$ cat config.mk
export PLATFORM = sky130hd
export DESIGN_NAME = lsu_align_unit
export DESIGN_NICKNAME = d
export VERILOG_FILES = /design/src/rtl/lsu_align_pkg.sv /design/src/rtl/lsu_agu.sv /design/src/rtl/lsu_store_lanes.sv /design/src/rtl/lsu_load_extract.sv /design/src/rtl/lsu_align_unit.sv
export SDC_FILE = /design/constraint.sdc
export NUM_CORES = 1
export LEC_CHECK = 0
export BUFFER_PORTS_ARGS = -buffer_cell sky130_fd_sc_hd__buf_2
export CORE_MARGIN = 1
export CORE_UTILIZATION = 46
export CTS_CLUSTER_DIAMETER = 200
export CTS_CLUSTER_SIZE = 28
export DETAILED_ROUTE_END_ITERATION = 16
export PLACE_DENSITY = 0.78
export SLEW_MARGIN = 20
export SYNTH_ARGS = -nofsm -noshare
export SYNTH_HDL_FRONTEND = slang
export SYNTH_SLANG_ARGS = --single-unit
export TNS_END_PERCENT = 10
$ cat constraint.sdc
create_clock -name clk -period 2.3 [get_ports clk]
set_input_delay 0.115 -clock clk [delete_from_list [all_inputs] [get_ports clk]]
set_output_delay 0.115 -clock clk [all_outputs]
set_load 0.02 [all_outputs]
$ cat src/rtl/lsu_align_pkg.sv
`timescale 1ns/1ps
package lsu_align_pkg;

  typedef enum logic [1:0] {
    SZ_BYTE = 2'd0,
    SZ_HALF = 2'd1,
    SZ_WORD = 2'd2,
    SZ_NONE = 2'd3
  } acc_size_e;

  typedef struct packed {
    logic      is_load;
    logic      is_store;
    logic      zero_ext;
    acc_size_e size;
  } acc_decode_t;

  localparam logic [5:0] OP_LD_B  = 6'd32;
  localparam logic [5:0] OP_LD_H  = 6'd33;
  localparam logic [5:0] OP_LD_W  = 6'd35;
  localparam logic [5:0] OP_LD_BU = 6'd36;
  localparam logic [5:0] OP_LD_HU = 6'd37;
  localparam logic [5:0] OP_ST_B  = 6'd40;
  localparam logic [5:0] OP_ST_H  = 6'd41;
  localparam logic [5:0] OP_ST_W  = 6'd43;

  function automatic acc_decode_t decode_op(input logic [5:0] op);
    acc_decode_t d;
    d = '{is_load: 1'b0, is_store: 1'b0, zero_ext: 1'b0, size: SZ_NONE};
    case (op)
      OP_LD_B:  d = '{is_load: 1'b1, is_store: 1'b0, zero_ext: 1'b0, size: SZ_BYTE};
      OP_LD_H:  d = '{is_load: 1'b1, is_store: 1'b0, zero_ext: 1'b0, size: SZ_HALF};
      OP_LD_W:  d = '{is_load: 1'b1, is_store: 1'b0, zero_ext: 1'b0, size: SZ_WORD};
      OP_LD_BU: d = '{is_load: 1'b1, is_store: 1'b0, zero_ext: 1'b1, size: SZ_BYTE};
      OP_LD_HU: d = '{is_load: 1'b1, is_store: 1'b0, zero_ext: 1'b1, size: SZ_HALF};
      OP_ST_B:  d = '{is_load: 1'b0, is_store: 1'b1, zero_ext: 1'b0, size: SZ_BYTE};
      OP_ST_H:  d = '{is_load: 1'b0, is_store: 1'b1, zero_ext: 1'b0, size: SZ_HALF};
      OP_ST_W:  d = '{is_load: 1'b0, is_store: 1'b1, zero_ext: 1'b0, size: SZ_WORD};
      default:  d = '{is_load: 1'b0, is_store: 1'b0, zero_ext: 1'b0, size: SZ_NONE};
    endcase
    return d;
  endfunction

endpackage

$ cat src/rtl/lsu_agu.sv
`timescale 1ns/1ps
module lsu_agu
  import lsu_align_pkg::*;
#(
  parameter int ADDR_W = 32,
  parameter int DISP_W = 16,
  parameter int OFF_W  = 2
) (
  input  logic [ADDR_W-1:0] base,
  input  logic [DISP_W-1:0] disp,
  input  acc_size_e         size,
  output logic [ADDR_W-1:0] ea,
  output logic              misaligned
);
  localparam int EXT_W = ADDR_W - DISP_W;

  logic [ADDR_W-1:0] disp_sx;

  always_comb begin
    disp_sx = {{EXT_W{disp[DISP_W-1]}}, disp};
    ea      = base + disp_sx;
    case (size)
      SZ_HALF: misaligned = ea[0];
      SZ_WORD: misaligned = |ea[OFF_W-1:0];
      default: misaligned = 1'b0;
    endcase
  end
endmodule

$ cat src/rtl/lsu_store_lanes.sv
`timescale 1ns/1ps
module lsu_store_lanes
  import lsu_align_pkg::*;
#(
  parameter int DATA_W = 32,
  parameter int LANES  = DATA_W / 8,
  parameter int OFF_W  = $clog2(LANES)
) (
  input  acc_size_e         size,
  input  logic [OFF_W-1:0]  off,
  input  logic [DATA_W-1:0] st_data,
  output logic [LANES-1:0]  be,
  output logic [DATA_W-1:0] wdata
);
  for (genvar i = 0; i < LANES; i++) begin : g_lane
    localparam logic [OFF_W-1:0] LANE_IDX = OFF_W'(i);
    always_comb begin
      case (size)
        SZ_BYTE: begin
          be[i]          = (off == LANE_IDX);
          wdata[8*i +: 8] = st_data[7:0];
        end
        SZ_HALF: begin
          be[i]          = (off[OFF_W-1:1] == LANE_IDX[OFF_W-1:1]);
          wdata[8*i +: 8] = st_data[8*(i%2) +: 8];
        end
        SZ_WORD: begin
          be[i]          = 1'b1;
          wdata[8*i +: 8] = st_data[8*i +: 8];
        end
        default: begin
          be[i]          = 1'b0;
          wdata[8*i +: 8] = 8'h00;
        end
      endcase
    end
  end
endmodule

$ cat src/rtl/lsu_load_extract.sv
`timescale 1ns/1ps
module lsu_load_extract
  import lsu_align_pkg::*;
#(
  parameter int DATA_W = 32,
  parameter int LANES  = DATA_W / 8,
  parameter int OFF_W  = $clog2(LANES)
) (
  input  logic [DATA_W-1:0] rdata,
  input  logic [OFF_W-1:0]  off,
  input  acc_size_e         size,
  input  logic              zero_ext,
  output logic [DATA_W-1:0] result
);
  logic [7:0]  sel_b;
  logic [15:0] sel_h;
  logic        fill_b;
  logic        fill_h;

  always_comb begin
    sel_b  = rdata[8*off +: 8];
    sel_h  = rdata[16*off[OFF_W-1:1] +: 16];
    fill_b = ~zero_ext & sel_b[7];
    fill_h = ~zero_ext & sel_h[15];
    case (size)
      SZ_BYTE: result = {{(DATA_W-8){fill_b}}, sel_b};
      SZ_HALF: result = {{(DATA_W-16){fill_h}}, sel_h};
      default: result = rdata;
    endcase
  end
endmodule

$ cat src/rtl/lsu_align_unit.sv
`timescale 1ns/1ps
module lsu_align_unit
  import lsu_align_pkg::*;
#(
  parameter int ADDR_W = 32,
  parameter int DISP_W = 16,
  parameter int DATA_W = 32,
  parameter int OP_W   = 6
) (
  input  logic              clk,
  input  logic              rst,
  input  logic              req_valid,
  input  logic [OP_W-1:0]   req_op,
  input  logic [ADDR_W-1:0] req_base,
  input  logic [DISP_W-1:0] req_disp,
  input  logic [DATA_W-1:0] req_st_data,
  input  logic              rsp_valid,
  input  logic [DATA_W-1:0] rsp_rdata,
  output logic [ADDR_W-1:0] mem_addr,
  output logic [DATA_W/8-1:0] mem_be,
  output logic [DATA_W-1:0] mem_wdata,
  output logic              mem_we,
  output logic              mem_re,
  output logic              ld_valid,
  output logic [DATA_W-1:0] ld_data,
  output logic              err_load,
  output logic              err_store,
  output logic [ADDR_W-1:0] fault_addr
);
  localparam int LANES = DATA_W / 8;
  localparam int OFF_W = $clog2(LANES);

  typedef struct packed {
    logic [OFF_W-1:0] off;
    acc_size_e        size;
    logic             zero_ext;
  } ld_ctx_t;

  acc_decode_t       dec;
  logic [ADDR_W-1:0] ea;
  logic              misaligned;
  logic [LANES-1:0]  lane_be;
  logic [DATA_W-1:0] lane_wdata;
  logic [DATA_W-1:0] ld_fmt;
  logic              go;
  logic              fault;
  logic              clean;
  ld_ctx_t           ctx_q;

  always_comb begin
    dec   = decode_op(req_op);
    go    = req_valid & (dec.is_load | dec.is_store);
    fault = go & misaligned;
    clean = go & ~misaligned;
  end

  lsu_agu #(
    .ADDR_W(ADDR_W), .DISP_W(DISP_W), .OFF_W(OFF_W)
  ) u_agu (
    .base(req_base), .disp(req_disp), .size(dec.size),
    .ea(ea), .misaligned(misaligned)
  );

  lsu_store_lanes #(
    .DATA_W(DATA_W), .LANES(LANES), .OFF_W(OFF_W)
  ) u_lanes (
    .size(dec.size), .off(ea[OFF_W-1:0]), .st_data(req_st_data),
    .be(lane_be), .wdata(lane_wdata)
  );

  lsu_load_extract #(
    .DATA_W(DATA_W), .LANES(LANES), .OFF_W(OFF_W)
  ) u_extract (
    .rdata(rsp_rdata), .off(ctx_q.off), .size(ctx_q.size),
    .zero_ext(ctx_q.zero_ext), .result(ld_fmt)
  );

  always_ff @(posedge clk) begin
    if (rst) begin
      mem_addr   <= '0;
      mem_be     <= '0;
      mem_wdata  <= '0;
      mem_we     <= 1'b0;
      mem_re     <= 1'b0;
      err_load   <= 1'b0;
      err_store  <= 1'b0;
      fault_addr <= '0;
      ctx_q      <= '{off: '0, size: SZ_BYTE, zero_ext: 1'b0};
      ld_valid   <= 1'b0;
      ld_data    <= '0;
    end else begin
      if (req_valid) mem_addr <= ea;
      mem_be    <= clean ? lane_be : '0;
      mem_wdata <= (clean & dec.is_store) ? lane_wdata : '0;
      mem_we    <= clean & dec.is_store;
      mem_re    <= clean & dec.is_load;
      err_load  <= fault & dec.is_load;
      err_store <= fault & dec.is_store;
      if (fault) fault_addr <= ea;
      if (clean & dec.is_load)
        ctx_q <= '{off: ea[OFF_W-1:0], size: dec.size, zero_ext: dec.zero_ext};
      ld_valid <= rsp_valid;
      if (rsp_valid) ld_data <= ld_fmt;
    end
  end
endmodule

# Yosys cells after proc, flatten, opt, wreduce, memory -nomap -nowiden
# Cells that the tools add are included.
# totals
regBits	142
# op_classes
reduce_logical	10
eq_ne	14
addsub	1
muxes	10
n_shift	2
bitwise	16
# ops
op	count
$pmux 32 s2	1
$eq 6x6->1 const B	8
$pmux 5 s8	1
$add 32x32->32	1
$pmux 8 s2	2
$shiftx 32x6->16	1
$shiftx 32x6->8	1
$pmux 8 s3	1
$pmux 1 s3	4
$reduce_or 2->1	5
$and 1x1->1	9
$eq 2x1->1 const B	3
$eq 2x2->1 const B	3
$logic_not 2->1	3
$not 1->1	6
$reduce_or 3->1	2
$pmux 1 s2	1
$or 1x1->1	1

# Logic depth before layout (Yosys ltp)
# logic_depth
depth_word	9
mapped_depth	14
ltp_nobuf	13

# By module
# A second synthesis with hierarchy kept.
# unflattened
hier_cells	918
area_unflattened_um2	8020.2
# modules_own_cells
module	area_per_inst_um2	cells_each	instances
lsu_align_unit	4797.1	436	1
lsu_agu	1955.6	274	1
lsu_load_extract	714.4	117	1
lsu_store_lanes	553.0	91	1

# Worst setup path after synthesis
# OpenSTA, ideal clock, no wires.
# synth_timing
kind	in2reg
startpoint	in req_op[4]
endpoint	reg mem_wdata[16]
required_ns	2.241
arrival_time_ns	2.423
path_slack_ns	-0.182
stages	11
path_buffers	1
path_cell_list	nand2b_1 nor3_1 inv_1 ha_1 o21ai_0 a21oi_1 or2_2 or3_1 clkbuf_1 nor2_2 a22o_1
# synth_rtl
item	line	rtl
from (decl)	lsu_align_unit.sv:13	input logic [OP_W-1:0] req_op,
to (signal assigned)	lsu_align_unit.sv:94	mem_wdata <= (clean & dec.is_store) ? lane_wdata : '0;
to (decl)	lsu_align_unit.sv:21	output logic [DATA_W-1:0] mem_wdata,

# Worst setup path in the final report
# layout_timing
startpoint	in req_base[0]
endpoint	reg fault_addr[26]
# layout_via
elab_chain_len	4
# layout_lines
item	line	rtl
from (decl)	lsu_align_unit.sv:14	input logic [ADDR_W-1:0] req_base,
$add 32x32->32 (*)	lsu_agu.sv:21	ea = base + disp_sx;
$reduce_or 2->1	lsu_agu.sv:24	SZ_WORD: misaligned = |ea[OFF_W-1:0];
$pmux 1 s2	lsu_agu.sv:22	case (size)
$and 1x1->1	lsu_align_unit.sv:53	fault = go & misaligned;
to (signal assigned)	lsu_align_unit.sv:87	fault_addr <= '0;
to (signal assigned)	lsu_align_unit.sv:99	if (fault) fault_addr <= ea;
to (decl)	lsu_align_unit.sv:28	output logic [ADDR_W-1:0] fault_addr
# Every way passes the cells marked *; elsewhere a longest branch is shown, timed or not.
# A chain may end at the register's enable or synchronous reset.

==> results_dict.tcl <==
set metrics [dict create \
    setup_viol 0 \
    grt_max_degree 54 \
    total_leakage_power_nw 4.893 \
    cts_resized 0 \
    path_clk_slew_ns 0.06 \
    synth_top_area_cell "dfxtp_1" \
    insertion_delay_ns 0.42 \
    synth.net_count 1026 \
    gr-total-overflow 0 \
    dieHeight_um 128.5 \
    post-route-worst-setup-slack_ns 0.1562 \
    whs_ns 0.01210 \
    cts_tree "done" \
    r2r_setup_slack_ns 0.27 \
    finalCriticalPeriod_ns 2.144 \
    wl_um 24060 \
    rows 45 \
    crit_path_end_kind "flip-flop" \
    via_per_inst 5.475 \
    r2r-end "ld_data[10]" \
    avgSynthCellArea_um2 8.479 \
    drt_iter0_drc 512 \
    path_max_fanout 4 \
    core_area_um2 15430 \
    drv_cap 0 \
    first_global_vias 7709 \
    post_cts_buffers 0 \
    stdcell_area_um2 10600 \
    cp-endpoint "fault_addr[26]" \
    yosys-top-cells-count "dfxtp_1 (142), nor2_1 (110), nand2_1 (106), a21oi_1 (77), clkbuf_1 (45)" \
    cp.required_ns 2.61 \
    slew_violations 0 \
    synth.most_common_cell "dfxtp_1" \
    io_pins 259 \
    drt_pass1_iterations 5 \
    total_power_mw 6.973 \
    ant_nets 0 \
    clk_path_buf_depth 2 \
    worstPathArrival_ns 2.45 \
    reg2regPathDepth 8 \
    synth_area_leaders "dfxtp_1 (39%), ha_1 (6.0%), nor2_1 (5.6%)" \
    hold_path_class "in2reg" \
    seq_area_frac_synth_pct 38.63 \
    slowest_stage "fa_2" \
    finalHoldViolations 0 \
    cts_buffers 17 \
    postSynthRegisterBits 142 \
    pre_cts_slack_ns -0.2425 \
    dieArea_um2 16510 \
    skew_ns 0.007858 \
    fill_cells 1247 \
    crit_path_start_kind "input port" \
    yosys_warnings 0 \
    cts.sinks 142 \
    ys.flop_type "dfxtp_1" \
    start_util_pct 47.70 \
    routedWlPerCell_um 16.51 \
    maxSlewHeadroom_pct 55.16 \
    drc 0 \
    status "complete, no violations" \
    setup_tns_ns 0 \
    antenna_found_initial 1 \
    cp_slowest_stage_delay_ns 0.37 \
    drive_above_1_share_pct 33.41 \
    hold_buffers 52 \
    synthCells 868 \
    gp_congestion 0.8952 \
    synthArstFlopShare_pct 0 \
    crit_path_cell_trace "buf_2, ha_1, fa_2, a211oi_2, o21ai_0, a21oi_2, a21oi_4, o21ba_2, a21oi_1, nor4_1, a311o_1" \
    place_area_um2 9459 \
    die_w_um 128.5 \
    crit_start "req_base[0]" \
    timing.rr.start "ctx_q[4]" \
    root_buffer "clkbuf_16" \
    area_growth_pct 43.97 \
    port_buffers 258 \
    syn_area_um2 7360 \
    cts_max_level 4 \
    path_class "in2reg" \
    rsz0062_at_grt "no" \
    grt.total_usage_pct 29.30 \
    nNetsFinal 1390 \
    irDropWorstVdd_v 0.0004969 \
    timing.final.crit_share_pct 93.21 \
    vias 7977 \
    yosysUniqueCellTypes 76 \
    worst_pin_slew_ns 0.6726 \
    synth_top_area_share_pct 38.63 \
    p_per_area_nw_per_um2 658.2 \
    dp_hpwl_um 16640 \
    synth_edf_count 0 \
    fmax_ghz 0.4665 \
    grt_first_pass_wirelength_um 38240 \
]
## worst min path at each step
stage,start,to,slack [ns],cells after the start
3_3_place_gp,req_st_data[18],mem_wdata[18],0.33,2
6_report,req_st_data[24],mem_wdata[24],0.01,3
5_1_grt,req_st_data[27],mem_wdata[27],0.02,3
3_5_place_dp,req_st_data[18],mem_wdata[18],0.33,2
4_1_cts,req_st_data[24],mem_wdata[24],0.008,3
2_1_floorplan,req_st_data[0],mem_wdata[0],0.24,1
## power breakdown
group	switching (mW)	internal, mW	leakage (nW)
Sequential	0.0535	2.56	1.16
Combinational	0.836	0.673	3.44
Clock	1.12	1.73	0.292
Total	2.01	4.96	4.89
## placed cells by master (no fill, tap or decap), types with 4 or more instances in the layout
cell type      synthesis  layout
a211oi_1              30      29
a21boi_0               6       6
a21o_1                 8       8
a21oi_1               77      77
a22o_1                 8       8
a22oi_1                8       8
a311o_1                4       4
a311oi_1               7       7
a31oi_1                5       5
and2_1                12      12
and4_1                 6       6
buf_2                  8     257
buf_4                  0      93
clkbuf_16              0      17
clkinv_4               0       5
dfxtp_1              142     142
dlygate4sd3_1          0      52
ha_1                  35      35
inv_1                 22      22
inv_6                  0       4
mux2i_1               30      30
mux4_2                 8       8
nand2_1              106     106
nand2b_1               9       9
nand3_1               10      10
nand4_1                5       5
nor2_1               110     110
nor2b_1               11      10
nor3_1                10       9
nor3b_1                6       6
nor4_1                 4       4
nor4b_1                5       5
o211ai_1               6       6
o21ai_0               27      27
o21bai_1               7       7
or3_1                  5       5
xnor2_1               13      13
xor2_1                 6       6
## critical path, delay by kind of cell
kind / cells / cell delay (ns)
buffers and inverters: 1 / 0.10
and+or+nand+nor: 1 / 0.10
adders and majority gates: 2 / 0.59
AOI/OAI and AO/OA: 7 / 1.54
## registers in the layout (all words and copies together) (netlist names)
| signal | cells |
|---|---|
| mem_be | 4 |
| mem_re | 1 |
| mem_wdata | 32 |
| fault_addr | 32 |
| mem_we | 1 |
| mem_addr | 32 |
| ld_valid | 1 |
| err_load | 1 |
| ld_data | 32 |
| err_store | 1 |
| ctx_q | 5 |
## area by class of cell
| class | instances | area (µm²) | area share, % |
|---|---|---|---|
| flip-flops and latches | 142 | 2843 | 26.83 |
| repair buffers | 405 | 2565 | 24.21 |
| inverters | 23 | 86.33 | 0.8148 |
| well taps | 211 | 264.0 | 2.492 |
| clock inverters | 14 | 183.9 | 1.736 |
| diodes | 1 | 2.502 | 0.02362 |
| clock buffers | 18 | 429.2 | 4.051 |
| multi-input cells | 643 | 4222 | 39.84 |
## through the flow
stage | cells | util [%]
floorplan | 868 | -
global placement | 1372 | 61.31
detailed placement | 1372 | 61.31
CTS | 1456 | 68.66
global route | 1457 | 68.68
finish | 1457 | 68.68
## kinds of logic (layout without fill, tap and decap cells)
family | Yosys count | count (layout) | share of synthesized area (%)
XOR/XNOR | 19 | 19 | 2.261
AO/OA/AOI/OAI | 230 | 230 | 21.15
multiplexers | 38 | 38 | 6.528
AND/OR/NAND/NOR | 320 | 320 | 20.81
other | 0 | 1 | 0
flip-flops | 142 | 142 | 38.63
buffers and inverters | 83 | 460 | 4.403
adder cells (fa/ha/maj) | 36 | 36 | 6.222
## per-layer routing
layer  wire [µm]  vias up  part of all wire (%)  track usage [%]
li1            -     3834                     -                -
met1        9592     3620                    40            33.89
met2       11400      426                    47            50.21
met3        2072       97                   8.6            7.443
met4         996        0                   4.1            14.81
met5           0        -                     0                0
Power figures use the tool's default switching activity.
